File: src/rtl/redir_pkg.sv
package redir_pkg;

  typedef enum logic {
    CFG_OPEN  = 1'b0,
    CFG_CLOSE = 1'b1
  } cfgOp_e;

  // strobes from control to datapath
  typedef struct packed {
    logic tblWrite;   // commit a slot update this cycle
    logic tblClear;   // update writes the unbound marker
    logic issue;      // dispatch accepted this cycle
    logic cfgFault;   // table request with an out-of-range slot
  } redirStrobe_t;

endpackage

File: src/rtl/redir_ctrl.sv
module redir_ctrl
  import redir_pkg::*;
#(
  parameter  int NUM_SLOTS  = 8,
  localparam int SLOT_W     = $clog2(NUM_SLOTS),
  localparam int CFG_SLOT_W = SLOT_W + 1
) (
  input  logic                  cfgValid,
  input  logic                  cfgOp,
  input  logic [CFG_SLOT_W-1:0] cfgSlot,
  input  logic                  decValid,
  input  logic [SLOT_W-1:0]     decFunc,
  output redirStrobe_t          strobe,
  output logic                  stall
);

  cfgOp_e opKind;
  logic   slotInRange;
  logic   sameSlot;
  logic   holdDispatch;

  assign opKind = cfgOp_e'(cfgOp);

  always_comb begin
    slotInRange  = cfgSlot < CFG_SLOT_W'(NUM_SLOTS);
    sameSlot     = cfgSlot[SLOT_W-1:0] == decFunc;
    // a rejected request owns the illegal flag, so nothing else is taken
    holdDispatch = cfgValid && (!slotInRange || sameSlot);

    strobe.tblWrite = cfgValid && slotInRange;
    strobe.tblClear = (opKind == CFG_CLOSE);
    strobe.issue    = decValid && !holdDispatch;
    strobe.cfgFault = cfgValid && !slotInRange;

    stall = cfgValid;
  end

endmodule

File: src/rtl/redir_match.sv
module redir_match #(
  parameter int ID_W    = 128,
  parameter int NUM_EXT = 2,
  parameter logic [NUM_EXT-1:0][ID_W-1:0] EXT_IDS = '0
) (
  input  logic [ID_W-1:0]    slotId,
  output logic [NUM_EXT-1:0] extPick,
  output logic               hit
);

  logic               slotLive;
  logic [NUM_EXT-1:0] rawMatch;

  // the unbound marker never matches, even against a parameter
  assign slotLive = ~&slotId;

  for (genvar k = 0; k < NUM_EXT; k++) begin : g_cmp
    assign rawMatch[k] = slotLive && (slotId == EXT_IDS[k]);
  end

  // lowest index wins: walk downward so the last write is the lowest hit
  always_comb begin
    extPick = '0;
    for (int k = NUM_EXT - 1; k >= 0; k--) begin
      if (rawMatch[k]) begin
        extPick    = '0;
        extPick[k] = 1'b1;
      end
    end
    hit = |rawMatch;
  end

endmodule

File: src/rtl/redir_dpath.sv
module redir_dpath
  import redir_pkg::*;
#(
  parameter  int NUM_SLOTS = 8,
  parameter  int ID_W      = 128,
  parameter  int NUM_EXT   = 2,
  parameter  int REG_W     = 5,
  parameter  logic [NUM_EXT-1:0][ID_W-1:0] EXT_IDS = '0,
  localparam int SLOT_W    = $clog2(NUM_SLOTS)
) (
  input  logic               clk,
  input  logic               rstN,
  input  redirStrobe_t       strobe,
  input  logic [SLOT_W-1:0]  wrSlot,
  input  logic [ID_W-1:0]    cfgId,
  input  logic [SLOT_W-1:0]  decFunc,
  input  logic [REG_W-1:0]   decRs1,
  input  logic [REG_W-1:0]   decRs2,
  input  logic [REG_W-1:0]   decRd,
  output logic               outValid,
  output logic [NUM_EXT-1:0] outExtSel,
  output logic [SLOT_W-1:0]  outFunc,
  output logic [REG_W-1:0]   outRs1,
  output logic [REG_W-1:0]   outRs2,
  output logic [REG_W-1:0]   outRd,
  output logic               illegal
);

  localparam logic [ID_W-1:0] UNBOUND = {ID_W{1'b1}};

  logic [ID_W-1:0]    slotTbl [NUM_SLOTS];
  logic [ID_W-1:0]    readId;
  logic [NUM_EXT-1:0] extPick;
  logic               extHit;

  // identifier table
  always_ff @(posedge clk or negedge rstN) begin
    if (!rstN) begin
      for (int s = 0; s < NUM_SLOTS; s++) slotTbl[s] <= UNBOUND;
    end else if (strobe.tblWrite) begin
      slotTbl[wrSlot] <= strobe.tblClear ? UNBOUND : cfgId;
    end
  end

  assign readId = slotTbl[decFunc];

  redir_match #(
    .ID_W   (ID_W),
    .NUM_EXT(NUM_EXT),
    .EXT_IDS(EXT_IDS)
  ) match_i (
    .slotId (readId),
    .extPick(extPick),
    .hit    (extHit)
  );

  // registered dispatch outputs
  always_ff @(posedge clk or negedge rstN) begin
    if (!rstN) begin
      outValid  <= 1'b0;
      outExtSel <= '0;
      outFunc   <= '0;
      outRs1    <= '0;
      outRs2    <= '0;
      outRd     <= '0;
      illegal   <= 1'b0;
    end else begin
      outValid  <= strobe.issue && extHit;
      outExtSel <= (strobe.issue && extHit) ? extPick : '0;
      illegal   <= strobe.cfgFault || (strobe.issue && !extHit);
      if (strobe.issue) begin
        outFunc <= decFunc;
        outRs1  <= decRs1;
        outRs2  <= decRs2;
        outRd   <= decRd;
      end
    end
  end

endmodule

File: src/rtl/opc_redirect.sv
module opc_redirect
  import redir_pkg::*;
#(
  parameter  int NUM_SLOTS = 8,
  parameter  int ID_W      = 128,
  parameter  int NUM_EXT   = 2,
  parameter  int REG_W     = 5,
  parameter  logic [NUM_EXT-1:0][ID_W-1:0] EXT_IDS = {
    128'h7e31_c0d4_9a52_4b1f_8e66_d2a7_04c9_35b8,
    128'h1c9b_6f02_e84d_4a73_b215_09fe_7d3c_61a0
  },
  localparam int SLOT_W     = $clog2(NUM_SLOTS),
  localparam int CFG_SLOT_W = SLOT_W + 1
) (
  input  logic                  clk,
  input  logic                  rstN,
  input  logic                  cfgValid,
  input  logic                  cfgOp,
  input  logic [CFG_SLOT_W-1:0] cfgSlot,
  input  logic [ID_W-1:0]       cfgId,
  input  logic                  decValid,
  input  logic [SLOT_W-1:0]     decFunc,
  input  logic [REG_W-1:0]      decRs1,
  input  logic [REG_W-1:0]      decRs2,
  input  logic [REG_W-1:0]      decRd,
  output logic                  stall,
  output logic                  outValid,
  output logic [NUM_EXT-1:0]    outExtSel,
  output logic [SLOT_W-1:0]     outFunc,
  output logic [REG_W-1:0]      outRs1,
  output logic [REG_W-1:0]      outRs2,
  output logic [REG_W-1:0]      outRd,
  output logic                  illegal
);

  redirStrobe_t strobe;

  redir_ctrl #(
    .NUM_SLOTS(NUM_SLOTS)
  ) ctrl_i (
    .cfgValid(cfgValid),
    .cfgOp   (cfgOp),
    .cfgSlot (cfgSlot),
    .decValid(decValid),
    .decFunc (decFunc),
    .strobe  (strobe),
    .stall   (stall)
  );

  redir_dpath #(
    .NUM_SLOTS(NUM_SLOTS),
    .ID_W     (ID_W),
    .NUM_EXT  (NUM_EXT),
    .REG_W    (REG_W),
    .EXT_IDS  (EXT_IDS)
  ) dpath_i (
    .clk      (clk),
    .rstN     (rstN),
    .strobe   (strobe),
    .wrSlot   (cfgSlot[SLOT_W-1:0]),
    .cfgId    (cfgId),
    .decFunc  (decFunc),
    .decRs1   (decRs1),
    .decRs2   (decRs2),
    .decRd    (decRd),
    .outValid (outValid),
    .outExtSel(outExtSel),
    .outFunc  (outFunc),
    .outRs1   (outRs1),
    .outRs2   (outRs2),
    .outRd    (outRd),
    .illegal  (illegal)
  );

endmodule

File: config.mk
export PLATFORM = sky130hd
export DESIGN_NAME = opc_redirect
export DESIGN_NICKNAME = d
export VERILOG_FILES = /design/src/rtl/redir_pkg.sv /design/src/rtl/redir_ctrl.sv /design/src/rtl/redir_match.sv /design/src/rtl/redir_dpath.sv /design/src/rtl/opc_redirect.sv
export SDC_FILE = /design/constraint.sdc
export NUM_CORES = 2
export LEC_CHECK = 0
export ABC_AREA = 1
export CAP_MARGIN = 10
export CORE_MARGIN = 4
export CORE_UTILIZATION = 50
export DETAILED_ROUTE_END_ITERATION = 16
export PLACE_DENSITY_LB_ADDON = 0.2
export SYNTH_ARGS = -nofsm -noshare
export SYNTH_HDL_FRONTEND = slang
export SYNTH_SLANG_ARGS = --single-unit
File: constraint.sdc
create_clock -name clk -period 1.8 [get_ports clk]
set_input_delay 0.36 -clock clk [delete_from_list [all_inputs] [get_ports clk]]
set_output_delay 0.36 -clock clk [all_outputs]
set_load 0.03 [all_outputs]
==> results.ini <==
[worst_setup_path]
start_kind=flop
worstPathMaxFanout=2
endpoint_kind=flop
worstPathArrival_ps=2640
rr_worst_depth=16
reg2reg_slack_ps=-250
rr_startpoint=dpath_i.slotTbl[243]
r2r_end=dpath_i.illegal
required_ps=2400
criticalPathCategory=flop to flop

[logic_synthesis]
netlist_area_um2=54600
synth-seq-cells=1046
syn_nets=7494
ys_seq_area_share_pct=50.3
synth_area_per_cell_um2=7.44
ys_types=26
synth_warnings=0
synthCells=7339

[power_and_ir_drop]
power.total_w=0.0764
p_leak_nw=31.2
p_per_area_nw_per_um2=1140
vdd_ir_drop_max_v=0.000917

[clocking]
htreeDepth=3
clk_latency_ps=710
cts_buffers=116
clockRootBuffer=clkbuf_16
clockBufferDepth=3
cts.clk_slew.worst_paths_ps=60
cts_sinks=1046
cts_tree=yes

[global_route]
grt_pass1_vias=48254
overflow=0
grtUsageTotal_pct=29.1
antenna_found_initial=2
grt_start_max_net_pins=97
grt_first_pass_wirelength_um=269000

[drt]
drtAntennaViolNets=0
firstDrtPassIters=6
via_per_inst=5.30
vias=48729
drc=0
wl_per_cell_um=18.3
drt_wl_total_um=168000
dr.first_iter.drc_count=4536

[die]
rows=120
die_area_um2=115000
start_util_pct=50.7
core_area_um2=108000
die_h_um=338
ios=178
die-width_um=338

[sta]
tightest_slew_ps=559
fin_crit_ps=2050
setup_violations=6
max_freq_ghz=0.489
grt_setup_unrepaired=true
hold_violations=0
skew_ps=22.4
slew_headroom_pct=62.8
slew_viol_final=0
min_period_over_period_pct=114
worst_slack_ps=-246
whs_ps=172

[finish]
drive_above_1_share_pct=28.9
fin_nets=7850
final_common_cell=nand2_1
final_cell_mix=2590 x nand2_1, 1024 x dfstp_2, 971 x inv_1, 965 x o21ai_0, 656 x nand3_1
area_delta_synth_final_pct=23.0
fillCellCount=9222
final_util_pct=62.4
layout.cells.non_filler=9194
stdcell_area_um2=67100

[placement]
place_congestion=0.942
dp_hpwl_um=115000
dpl_cell_area_um2=62500
placedCellCount=8974
port_buffers=177

[worst_hold_path]
hold_path_end=dpath_i.outRs1[4]
hp-start=decRs1[4]
hp-class=input pin to flop
hold_depth=3

[run_status]
run_status=finished with violations
violations=negative setup slack

[job]
maxCapViolations=0

Yosys cell counts:
library cell	count	area (µm²)
a21oi_1	10	50.1
and2_1	1	6.26
buf_1	27	101
buf_2	133	666
buf_4	25	188
buf_6	14	158
clkbuf_1	356	1340
clkbuf_2	10	50.1
dfrtp_1	22	551
dfstp_2	1024	26900
inv_1	986	3700
inv_2	4	15.0
mux2_2	72	811
nand2_1	2676	10000
nand3_1	671	3360
nor2_1	163	612
nor2_2	2	12.5
nor3_1	1	5.00
o2111ai_1	1	8.76
o211ai_1	23	173
o211ai_2	10	125
o21ai_0	969	4850
o21ai_1	9	45.0
o22ai_1	1	6.26
or2_2	128	801
xnor2_1	1	8.76
cell type report:
| type | count | area [µm²] | area share [%] |
|---|---|---|---|
| sequential | 1046 | 27500 | 40.9 |
| multi-input combinational | 4738 | 21500 | 32.0 |
| timing repair buffer | 803 | 8650 | 12.9 |
| inverter | 990 | 3740 | 5.57 |
| clock buffer | 175 | 3520 | 5.25 |
| tap | 1403 | 1760 | 2.61 |
| clock inverter | 38 | 509 | 0.759 |
| antenna | 1 | 2.50 | 0.00373 |
how the worst max path moves through the flow:
stage	cells past startpoint	slack [ps]	start	to
floorplan	15	-60	decFunc[0]	dpath_i.outValid
global placement	17	-950	decFunc[0]	dpath_i.outExtSel[0]
detailed placement	17	-950	decFunc[0]	dpath_i.outExtSel[0]
CTS	16	-210	dpath_i.slotTbl[233]	dpath_i.outExtSel[1]
global route	16	-370	dpath_i.slotTbl[360]	dpath_i.outExtSel[1]
finish	16	-250	dpath_i.slotTbl[243]	dpath_i.illegal
logic make-up (layout without fill, tap and decap cells):
group,after synthesis,in the layout,synth area share [%]
and+or+nand+nor,3642,3642,27.2
buffers and inverters,1555,2006,11.4
DFF,1046,1046,50.3
AOI/OAI and AO/OA,1023,1023,9.63
muxes,72,72,1.49
xor gates and xnor gates,1,1,0.0160
other,0,1,0
power breakdown:
| part | switching (W) | internal (W) | leakage [nW] | total [W] |
|---|---|---|---|---|
| registers | 0.00162 | 0.0327 | 11.0 | 0.0343 |
| logic | 0.0102 | 0.00688 | 18.2 | 0.0171 |
| clock network | 0.00991 | 0.0151 | 1.99 | 0.0250 |
sequential cells by signal (all words and copies together), names as in the netlist:
name,count
dpath_i.slotTbl,1024
dpath_i.outFunc,3
dpath_i.illegal,1
dpath_i.outRs1,5
dpath_i.outValid,1
dpath_i.outRs2,5
dpath_i.outRd,5
dpath_i.outExtSel,2
what timing repair did:
item / in CTS / in global routing
setup endpoints to repair: 26 / 6
pin swaps: 29 / 68
resized for setup: 159 / 105
endpoints found under the hold margin: 14 / 0
hold buffers: 1 / 0
buffers inserted: 4 / 2
routing by layer:
metal / up-vias / global-route usage, % / share of wire, %
met5: - / 0 / 0
met3: 379 / 4.07 / 6.8
met1: 23362 / 39.4 / 43
met4: 0 / 11.1 / 4.0
met2: 1766 / 47.7 / 47
li1: 23222 / - / -
worst max-delay path, stage by stage, from the launching register on:
cell and delay (ps):
dfstp_2 510, inv_1 40, nand2_1 70, nand3_1 80, nand2_1 90, nand2_1 90
nand2_4 130, buf_4 120, nand2_1 50, nor2_2 130, nand2_2 80, nor2_4 140
nand2_1 90, nor2_2 100, nand2_1 60, nand3_1 70, nand2_1 70
through the flow:
| stage | worst slack (ps) | TNS, ps |
|---|---|---|
| finish | -246 | -1090 |
| global route | -369 | -1570 |
| CTS | -212 | -1030 |
| detailed placement | -954 | -320030 |
| global placement | -949 | -283300 |
| floorplan | -59.3 | -158 |
No activity file was read; power rests on OpenSTA's default activity.
